### config.mk
export PLATFORM = sky130hd
export DESIGN_NAME = ptb_timebase
export DESIGN_NICKNAME = d
export VERILOG_FILES = /design/src/rtl/ptb_pkg.sv /design/src/rtl/ptb_prescale.sv /design/src/rtl/ptb_period.sv /design/src/rtl/ptb_counter.sv /design/src/rtl/ptb_timebase.sv
export SDC_FILE = /design/constraint.sdc
export NUM_CORES = 1
export LEC_CHECK = 0
export BUFFER_PORTS_ARGS = -buffer_cell sky130_fd_sc_hd__buf_4
export CAP_MARGIN = 0
export CORE_MARGIN = 5
export CORE_UTILIZATION = 50
export CTS_CLUSTER_DIAMETER = 60
export DETAILED_ROUTE_END_ITERATION = 8
export PLACE_DENSITY = 0.73
export SLEW_MARGIN = 25
export SYNTH_ARGS = -nofsm -noshare
export SYNTH_HDL_FRONTEND = slang
export SYNTH_HIERARCHICAL = 1
export SYNTH_SLANG_ARGS = --single-unit
export TNS_END_PERCENT = 100
### constraint.sdc
create_clock -name clk -period 9.4 [get_ports clk]
set_input_delay 1.88 -clock clk [delete_from_list [all_inputs] [get_ports clk]]
set_output_delay 1.88 -clock clk [all_outputs]
set_load 0.005 [all_outputs]
### src/rtl/ptb_pkg.sv
package ptb_pkg;

  typedef enum logic [1:0] {
    MODE_UP   = 2'd0,
    MODE_DOWN = 2'd1,
    MODE_UPDN = 2'd2,
    MODE_HOLD = 2'd3
  } cnt_mode_e;

  typedef enum logic [1:0] {
    SO_PASS = 2'd0,
    SO_ZERO = 2'd1,
    SO_CMPB = 2'd2,
    SO_OFF  = 2'd3
  } sync_src_e;

  // First-stage divisor: code 0 gives 1, otherwise twice the code.
  function automatic int unsigned hs_factor(int unsigned code);
    return (code == 0) ? 1 : 2 * code;
  endfunction

  // Combined divisor of both stages.
  function automatic int unsigned prescale_div(int unsigned hs, int unsigned ls);
    return hs_factor(hs) << ls;
  endfunction

endpackage

### src/rtl/ptb_prescale.sv
module ptb_prescale #(
  parameter int HS_W = 3,
  parameter int LS_W = 3
) (
  input  logic            clk,
  input  logic            rst_n,
  input  logic [HS_W-1:0] hs_code,
  input  logic [LS_W-1:0] ls_code,
  output logic            tick
);
  import ptb_pkg::*;

  localparam int MAX_DIV = prescale_div(2**HS_W - 1, 2**LS_W - 1);
  localparam int DIV_W   = $clog2(MAX_DIV + 1);

  logic [DIV_W-1:0] pre_cnt;
  logic [DIV_W-1:0] div_val;

  assign div_val = DIV_W'(prescale_div(32'(hs_code), 32'(ls_code)));
  // ">=" lets a divider shrink mid-count recover within one cycle
  assign tick    = (pre_cnt >= div_val - 1'b1);

  always_ff @(posedge clk or negedge rst_n) begin
    if (!rst_n)    pre_cnt <= '0;
    else if (tick) pre_cnt <= '0;
    else           pre_cnt <= pre_cnt + 1'b1;
  end

  // a tick is never followed directly by another unless the divisor is 1
  a_r2_tick_spacing: assert property (@(posedge clk) disable iff (!rst_n)
    (tick && div_val > 1) |=> (!tick || div_val == 1));

endmodule

### src/rtl/ptb_period.sv
module ptb_period #(
  parameter int              CNT_W   = 16,
  parameter logic [CNT_W-1:0] RST_PRD = '1
) (
  input  logic             clk,
  input  logic             rst_n,
  input  logic             immediate,
  input  logic             wr,
  input  logic [CNT_W-1:0] wdata,
  input  logic             zero_tick,
  output logic [CNT_W-1:0] active,
  output logic [CNT_W-1:0] eff
);
  logic [CNT_W-1:0] shadow;
  logic             xfer;

  assign xfer = zero_tick && !immediate;
  // value the counter should use this cycle, including a transfer at zero
  assign eff  = xfer ? shadow : active;

  always_ff @(posedge clk or negedge rst_n) begin
    if (!rst_n) begin
      shadow <= RST_PRD;
      active <= RST_PRD;
    end else begin
      if (wr) shadow <= wdata;
      if (wr && immediate) active <= wdata;
      else if (xfer)       active <= shadow;
    end
  end

  // in shadow mode the active period only moves on a zero tick
  a_r9_shadow_steady: assert property (@(posedge clk) disable iff (!rst_n)
    (!immediate && !zero_tick) |=> $stable(active));

endmodule

### src/rtl/ptb_counter.sv
module ptb_counter #(
  parameter int CNT_W = 16
) (
  input  logic               clk,
  input  logic               rst_n,
  input  ptb_pkg::cnt_mode_e mode,
  input  logic               tick,
  input  logic [CNT_W-1:0]   prd,
  input  logic               sync_load,
  input  logic [CNT_W-1:0]   phase,
  input  logic               phase_up,
  output logic [CNT_W-1:0]   cnt,
  output logic               dir_up
);
  import ptb_pkg::*;

  localparam logic [CNT_W-1:0] ONE = CNT_W'(1);

  logic [CNT_W-1:0] nxt_cnt;
  logic             nxt_dir;

  always_comb begin
    nxt_cnt = cnt;
    nxt_dir = dir_up;
    if (sync_load) begin
      nxt_cnt = phase;
      case (mode)
        MODE_UP:   nxt_dir = 1'b1;
        MODE_DOWN: nxt_dir = 1'b0;
        MODE_UPDN: nxt_dir = phase_up;
        default:   nxt_dir = dir_up;
      endcase
    end else if (tick) begin
      case (mode)
        MODE_UP: begin
          nxt_dir = 1'b1;
          nxt_cnt = (cnt >= prd) ? '0 : cnt + ONE;
        end
        MODE_DOWN: begin
          nxt_dir = 1'b0;
          nxt_cnt = (cnt == '0 || cnt > prd) ? prd : cnt - ONE;
        end
        MODE_UPDN: begin
          if (prd == '0) begin
            nxt_cnt = '0;
          end else if (dir_up) begin
            if (cnt >= prd) begin
              nxt_dir = 1'b0;
              nxt_cnt = prd - ONE;
            end else begin
              nxt_cnt = cnt + ONE;
            end
          end else begin
            if (cnt == '0) begin
              nxt_dir = 1'b1;
              nxt_cnt = ONE;
            end else begin
              nxt_cnt = cnt - ONE;
            end
          end
        end
        default: ;
      endcase
    end
  end

  always_ff @(posedge clk or negedge rst_n) begin
    if (!rst_n) begin
      cnt    <= '0;
      dir_up <= 1'b1;
    end else begin
      cnt    <= nxt_cnt;
      dir_up <= nxt_dir;
    end
  end

  // between prescaler ticks the counter stands still
  a_r3_idle_hold: assert property (@(posedge clk) disable iff (!rst_n)
    (!tick && !sync_load) |=> ($stable(cnt) && $stable(dir_up)));

  // up mode below the period steps by one
  a_r4_up_step: assert property (@(posedge clk) disable iff (!rst_n)
    (tick && !sync_load && mode == MODE_UP && cnt < prd) |=> (cnt == $past(cnt) + ONE));

  // triangle turns around when leaving the period
  a_r6_turn_top: assert property (@(posedge clk) disable iff (!rst_n)
    (tick && !sync_load && mode == MODE_UPDN && dir_up && prd != '0 && cnt == prd) |=> !dir_up);

  // a sync load lands the phase value
  a_r10_phase_load: assert property (@(posedge clk) disable iff (!rst_n)
    sync_load |=> (cnt == $past(phase)));

  // post-sync direction in triangle mode
  a_r11_post_dir: assert property (@(posedge clk) disable iff (!rst_n)
    (sync_load && mode == MODE_UPDN) |=> (dir_up == $past(phase_up)));

endmodule

### src/rtl/ptb_timebase.sv
module ptb_timebase #(
  parameter int CNT_W = 16,
  parameter int HS_W  = 3,
  parameter int LS_W  = 3
) (
  input  logic             clk,
  input  logic             rst_n,
  input  logic [1:0]       cnt_mode,
  input  logic [HS_W-1:0]  hs_div,
  input  logic [LS_W-1:0]  ls_div,
  input  logic             prd_immediate,
  input  logic             prd_wr,
  input  logic [CNT_W-1:0] prd_wdata,
  input  logic             phase_en,
  input  logic [CNT_W-1:0] phase_val,
  input  logic             phase_up,
  input  logic [1:0]       sync_sel,
  input  logic             cmpb_hit,
  input  logic             sync_in,
  output logic [CNT_W-1:0] tb_cnt,
  output logic             tb_dir_up,
  output logic             evt_zero,
  output logic             evt_prd,
  output logic             sync_out
);
  import ptb_pkg::*;

  cnt_mode_e        mode;
  sync_src_e        so_sel;
  logic             tick;
  logic             sync_load;
  logic             running;
  logic             zero_tick;
  logic [CNT_W-1:0] prd_active;
  logic [CNT_W-1:0] prd_eff;
  logic             so_src;

  assign mode      = cnt_mode_e'(cnt_mode);
  assign so_sel    = sync_src_e'(sync_sel);
  assign sync_load = sync_in && phase_en;
  assign running   = (mode != MODE_HOLD);
  assign zero_tick = tick && running && (tb_cnt == '0);

  ptb_prescale #(.HS_W(HS_W), .LS_W(LS_W)) u_pre (
    .clk     (clk),
    .rst_n   (rst_n),
    .hs_code (hs_div),
    .ls_code (ls_div),
    .tick    (tick)
  );

  ptb_period #(.CNT_W(CNT_W)) u_prd (
    .clk       (clk),
    .rst_n     (rst_n),
    .immediate (prd_immediate),
    .wr        (prd_wr),
    .wdata     (prd_wdata),
    .zero_tick (zero_tick),
    .active    (prd_active),
    .eff       (prd_eff)
  );

  ptb_counter #(.CNT_W(CNT_W)) u_cnt (
    .clk       (clk),
    .rst_n     (rst_n),
    .mode      (mode),
    .tick      (tick),
    .prd       (prd_eff),
    .sync_load (sync_load),
    .phase     (phase_val),
    .phase_up  (phase_up),
    .cnt       (tb_cnt),
    .dir_up    (tb_dir_up)
  );

  assign evt_zero = zero_tick;
  assign evt_prd  = tick && running && (tb_cnt == prd_active);

  always_comb begin
    case (so_sel)
      SO_PASS: so_src = sync_in;
      SO_ZERO: so_src = evt_zero;
      SO_CMPB: so_src = cmpb_hit;
      default: so_src = 1'b0;
    endcase
  end

  always_ff @(posedge clk or negedge rst_n) begin
    if (!rst_n) sync_out <= 1'b0;
    else        sync_out <= so_src;
  end

  // a disabled sync-out select yields no pulse
  a_r12_sync_off: assert property (@(posedge clk) disable iff (!rst_n)
    ($past(sync_sel) == 2'd3) |-> !sync_out);

  // frozen counter raises no event
  a_r7_frozen_quiet: assert property (@(posedge clk) disable iff (!rst_n)
    (cnt_mode == 2'd3) |-> (!evt_zero && !evt_prd));

endmodule

==> report_table.html <==
<table>
<tr><th>Metric</th><th>Value</th></tr>
<tr><th colspan="2">Yosys</th></tr>
<tr><td>Synth unique cells</td><td>just under 90</td></tr>
<tr><td>Post-synthesis register bit count</td><td>just over 60</td></tr>
<tr><td>Async SR Flop Fraction</td><td>100.0%</td></tr>
<tr><td>Count of flip-flops with a built-in enable after synthesis</td><td>0</td></tr>
<tr><td>Sequential fraction of the synthesis area</td><td>25.09%</td></tr>
<tr><td>Top flip-flop cell by instance count after synthesis</td><td>sky130_fd_sc_hd__dfstp_2</td></tr>
<tr><td>Total nets after synthesis</td><td>approximately 810</td></tr>
<tr><td>Mapped Area</td><td>6248 sq um</td></tr>
<tr><td>Avg Inst Size Synth</td><td>8.619 sq um</td></tr>
<tr><td>YS warnings</td><td>6</td></tr>
<tr><td>Syn Inst Count</td><td>between 700 and 800</td></tr>
<tr><th colspan="2">Worst setup path</th></tr>
<tr><td>Crit. End Element</td><td>flip-flop</td></tr>
<tr><td>Setup Crit Path Kind</td><td>in -&gt; reg</td></tr>
<tr><td>Reg-to-Reg Start</td><td>u_pre/pre_cnt[0]$_DFF_PN0_</td></tr>
<tr><td>Peak fanout along the critical path</td><td>20</td></tr>
<tr><td>Crit path arrival time</td><td>approximately 8800 ps</td></tr>
<tr><td>Required time reported for the critical path endpoint</td><td>about 9600 ps</td></tr>
<tr><td>Slowest cell on the critical path</td><td>sky130_fd_sc_hd__or4_1</td></tr>
<tr><td>Max stage delay on crit path</td><td>between 500 and 600 ps</td></tr>
<tr><td>Critical register-to-register path endpoint</td><td>u_cnt/cnt[6]$_DFFE_PN0P_</td></tr>
<tr><td>CP Buf/Inv Count</td><td>4</td></tr>
<tr><td>FF-to-FF path depth</td><td>23</td></tr>
<tr><td>Largest delay contributor family on the critical path</td><td>simple AND/OR/NAND/NOR gates</td></tr>
<tr><td>Register-to-register setup slack</td><td>between 3000 and 4000 ps</td></tr>
<tr><td>Startpoint of the most critical setup path</td><td>hs_div[0]</td></tr>
<tr><td>Kind of launch point of the worst setup path</td><td>primary input</td></tr>
<tr><th colspan="2">STA</th></tr>
<tr><td>Max Slew Vio Count</td><td>0</td></tr>
<tr><td>Setup repair after global routing missed its margin</td><td>no</td></tr>
<tr><td>Max Clk Rate</td><td>117.3 MHz</td></tr>
<tr><td>Fraction of the cycle the final worst path needs</td><td>between 90% and 100%</td></tr>
<tr><td>Final hold violations</td><td>0</td></tr>
<tr><td>Time the final worst path needs with I/O delays and setup</td><td>~8500 ps</td></tr>
<tr><td>Actual transition at the worst max-transition pin</td><td>between 900 and 1000 ps</td></tr>
<tr><td>Finish-stage setup viols</td><td>0</td></tr>
<tr><td>Total Negative Setup Slacks</td><td>0 ps</td></tr>
<tr><td>Worst-case headroom to the max-slew limit</td><td>approximately 38%</td></tr>
<tr><td>Post-route clock skew</td><td>slightly above 9 ps</td></tr>
<tr><th colspan="2">GRT</th></tr>
<tr><td>First-pass GRT wire length</td><td>around 31000 um</td></tr>
<tr><td>Overall routing resource usage</td><td>26.75%</td></tr>
<tr><td>Maximum number of pins on one net before global-route repair</td><td>62</td></tr>
<tr><td>Number of antenna violations at the first check in global routing</td><td>0</td></tr>
<tr><td>Global route overflow</td><td>0</td></tr>
<tr><td>Via count of the first global-routing pass</td><td>a little over 6000</td></tr>
<tr><th colspan="2">Clock tree</th></tr>
<tr><td>Clock-pin slew of the registers on the worst-case setup and hold paths</td><td>about 60 ps</td></tr>
<tr><td>Clock tree from TritonCTS</td><td>built</td></tr>
<tr><td>Postcts setup bufs</td><td>0</td></tr>
<tr><td>CTS HTree Levels</td><td>3</td></tr>
<tr><td>Num CTS Buffers</td><td>9</td></tr>
<tr><td>Sink count of the clock tree</td><td>between 60 and 70</td></tr>
<tr><td>Clk Latency, worst-skew pair</td><td>350 ps</td></tr>
<tr><td>Maximum count of clock buffers along a single path</td><td>2</td></tr>
<tr><td>Hold_buf cts</td><td>0</td></tr>
<tr><td>Post-cts repair resize count</td><td>0</td></tr>
<tr><td>CTS root buffer</td><td>sky130_fd_sc_hd__clkbuf_16</td></tr>
<tr><th colspan="2">Finish</th></tr>
<tr><td>Number of nets in the layout</td><td>about 850</td></tr>
<tr><td>Leading cell type in the layout, fill and taps excluded</td><td>sky130_fd_sc_hd__buf_4</td></tr>
<tr><td>Post-synthesis to final-layout area growth</td><td>12.21%</td></tr>
<tr><td>Commonest cells after routing, fill and taps aside</td><td>sky130_fd_sc_hd__buf_4, sky130_fd_sc_hd__nand2_1, sky130_fd_sc_hd__nor2_1</td></tr>
<tr><td>Antenna diode instance count</td><td>0</td></tr>
<tr><td>Share of layout cells above drive strength 1</td><td>a little over a fifth</td></tr>
<tr><td>Number of filler cells placed in the layout</td><td>roughly 1100</td></tr>
<tr><th colspan="2">Floorplan</th></tr>
<tr><td>Overall die area</td><td>~15000 sq um</td></tr>
<tr><td>Initial core utilization</td><td>51.59%</td></tr>
<tr><td>CORE AREA</td><td>approximately 12000 sq um</td></tr>
<tr><td>Horizontal die dimension</td><td>around 120 um</td></tr>
<tr><td>Die Span Y</td><td>around 120 um</td></tr>
<tr><td>Standard-cell rows</td><td>40</td></tr>
<tr><td>I/O pin count</td><td>70</td></tr>
<tr><th colspan="2">Worst hold path</th></tr>
<tr><td>Worst hold stages</td><td>1</td></tr>
<tr><td>Hold Path Class</td><td>reg -&gt; reg</td></tr>
<tr><td>Hold worst-path end</td><td>u_pre/pre_cnt[0]$_DFF_PN0_</td></tr>
<tr><td>Worst hold path startpoint</td><td>u_pre/pre_cnt[0]$_DFF_PN0_</td></tr>
<tr><th colspan="2">Detailed routing</th></tr>
<tr><td>Detailed-route via count</td><td>5926</td></tr>
<tr><td>Average detailed-routed wire length per instance</td><td>about 21 um</td></tr>
<tr><td>Number of design rule violations left after detail routing</td><td>0</td></tr>
<tr><td>Starting DRC count in detailed routing</td><td>roughly 640</td></tr>
<tr><td>Wirelength, routed</td><td>about 20000 um</td></tr>
<tr><td>Vias/cell</td><td>about 6.3</td></tr>
<tr><td>Number of iterations in the first detailed-routing pass</td><td>5</td></tr>
<tr><td>Antenna Violating Nets Remaining</td><td>0</td></tr>
<tr><th colspan="2">Power and ir drop</th></tr>
<tr><td>Total Power Consumption</td><td>around 1.7 mW</td></tr>
<tr><td>Pwr Density</td><td>238.0 nW/um^2</td></tr>
<tr><td>Static leakage</td><td>around 3.1 nW</td></tr>
<tr><td>Max IR drop VDD</td><td>0.1216 mV</td></tr>
<tr><th colspan="2">Run</th></tr>
<tr><td>Max-cap viol count</td><td>0</td></tr>
<tr><th colspan="2">Placed design</th></tr>
<tr><td>Final weighted congestion of routability-driven global placement</td><td>roughly 1</td></tr>
<tr><td>Count of input and output buffers</td><td>69</td></tr>
<tr><td>DPL Wire Length</td><td>between 10000 and 15000 um</td></tr>
<tr><th colspan="2">Run status</th></tr>
<tr><td>Status</td><td>finished, final reports clean</td></tr>
</table>
[registers in the layout, indices dropped and copies added, names as in the netlist]
signal,count
sync_out,1
u_prd/shadow,16
u_cnt/dir_up,1
u_cnt/cnt,16
u_prd/active,16
u_pre/pre_cnt,11
[worst register-to-register path, cell delays in order, from the launching register on]
cell,delay (ps)
sky130_fd_sc_hd__dfrtp_1,430
sky130_fd_sc_hd__inv_1,70
sky130_fd_sc_hd__ha_1,270
sky130_fd_sc_hd__nand2b_1,90
sky130_fd_sc_hd__a21o_1,110
sky130_fd_sc_hd__a21oi_1,70
sky130_fd_sc_hd__o21a_1,190
sky130_fd_sc_hd__o21ai_1,250
sky130_fd_sc_hd__nand2_4,90
sky130_fd_sc_hd__nor4_4,260
sky130_fd_sc_hd__buf_4,280
sky130_fd_sc_hd__nand2b_1,400
sky130_fd_sc_hd__a21o_1,370
sky130_fd_sc_hd__inv_1,150
sky130_fd_sc_hd__ha_1,260
sky130_fd_sc_hd__and3_1,160
sky130_fd_sc_hd__a221oi_1,390
sky130_fd_sc_hd__o221ai_1,190
sky130_fd_sc_hd__a211o_2,400
sky130_fd_sc_hd__nor2_1,520
sky130_fd_sc_hd__buf_4,320
sky130_fd_sc_hd__o21ai_0,130
sky130_fd_sc_hd__a311oi_1,310
sky130_fd_sc_hd__a21oi_1,110
[stage by stage]
step / hold WS (ps) / cell area [sq um] / instances / worst slack, ps / utilization, %
after global routing: 565.4 / 7012 / 935 / 511.2 / 57.89
after global placement: 528.1 / 6700 / 919 / 815.5 / 55.32
after floorplan: 473.7 / 6248 / 725 / 1329 / -
final: 552.0 / 7012 / 935 / 874.9 / 57.89
after CTS: 553.3 / 7012 / 935 / 970.3 / 57.89
after detailed placement: 547.2 / 6700 / 919 / 652.3 / 55.32
[final cells by class]
class / count / area, sq um / area share (%)
clock inverter: 5 / 58.81 / 0.8387
tap: 168 / 210.2 / 2.998
timing repair buffer: 75 / 563.0 / 8.030
sequential: 61 / 1568 / 22.36
inverter: 34 / 127.6 / 1.820
multi-input combinational: 581 / 4232 / 60.35
clock buffer: 11 / 252.7 / 3.605
[how the worst max path moves through the flow]
stage                                            to  cells past startpoint  slack, ps
after CTS                  u_cnt/cnt[8]$_DFFE_PN0P_                     28        970
after global routing      u_cnt/cnt[15]$_DFFE_PN0P_                     29        510
final                      u_cnt/cnt[6]$_DFFE_PN0P_                     29        870
after floorplan            u_cnt/cnt[8]$_DFFE_PN0P_                     30       1330
after global placement     u_cnt/cnt[8]$_DFFE_PN0P_                     28        820
after detailed placement   u_cnt/cnt[8]$_DFFE_PN0P_                     28        650
[power breakdown]
part           switching, mW  leakage, nW  internal, mW
clock network          0.135        0.148         0.220
logic                  0.450         2.28         0.350
registers              0.179        0.692         0.336
total                  0.763         3.12         0.906
[per-layer routing]
metal | up-vias | part of all wire (%) | routed length, um | track usage [%]
met5 | - | 0 | 0 | 0
met4 | 0 | 3.9 | 770 | 14.64
met3 | 57 | 7.3 | 1444 | 5.060
met2 | 303 | 48 | 9397 | 43.58
met1 | 2841 | 41 | 8169 | 33.39
li1 | 2725 | - | - | -
[kinds of logic (layout without fill, tap and decap cells)]
logic type                 Yosys count  count (layout)  share of synthesized area, %
AOI/OAI and AO/OA                  182             182                         20.83
xor gates and xnor gates            68              68                         9.531
adders and majority gates           37              37                         7.409
buffers and inverters               83             125                         7.189
DFF                                 61              61                         25.09
muxes                               44              44                         7.889
and+or+nand+nor                    250             250                         22.07
[Yosys cell counts, drive strengths merged, types with 5 or more instances]
library cell	instances	area, sq um
o31ai	5	37.54
xnor2	32	280.3
buf	19	145.1
a21oi	34	170.2
and3	7	43.79
o221ai	5	43.79
o211ai	7	52.55
nor2	50	187.7
nand4	13	87.58
clkbuf	30	176.4
mux2i	21	222.7
mux2	23	270.3
nor4	14	115.1
inv	33	123.9
dfrtp	28	700.7
and2	6	41.29
a211o	6	53.80
a21o	24	180.2
a221o	14	140.1
o21ai	32	160.2
nor3	19	128.9
dfstp	33	867.1
nand3	30	150.1
ha	37	462.9
o22ai	10	62.56
nand2	62	242.7
xor2	36	315.3
or4	6	48.80
and3b	14	122.6
a31oi	10	62.56
or3	5	36.28
nand2b	7	43.79
(Power assumes the default switching activity.)
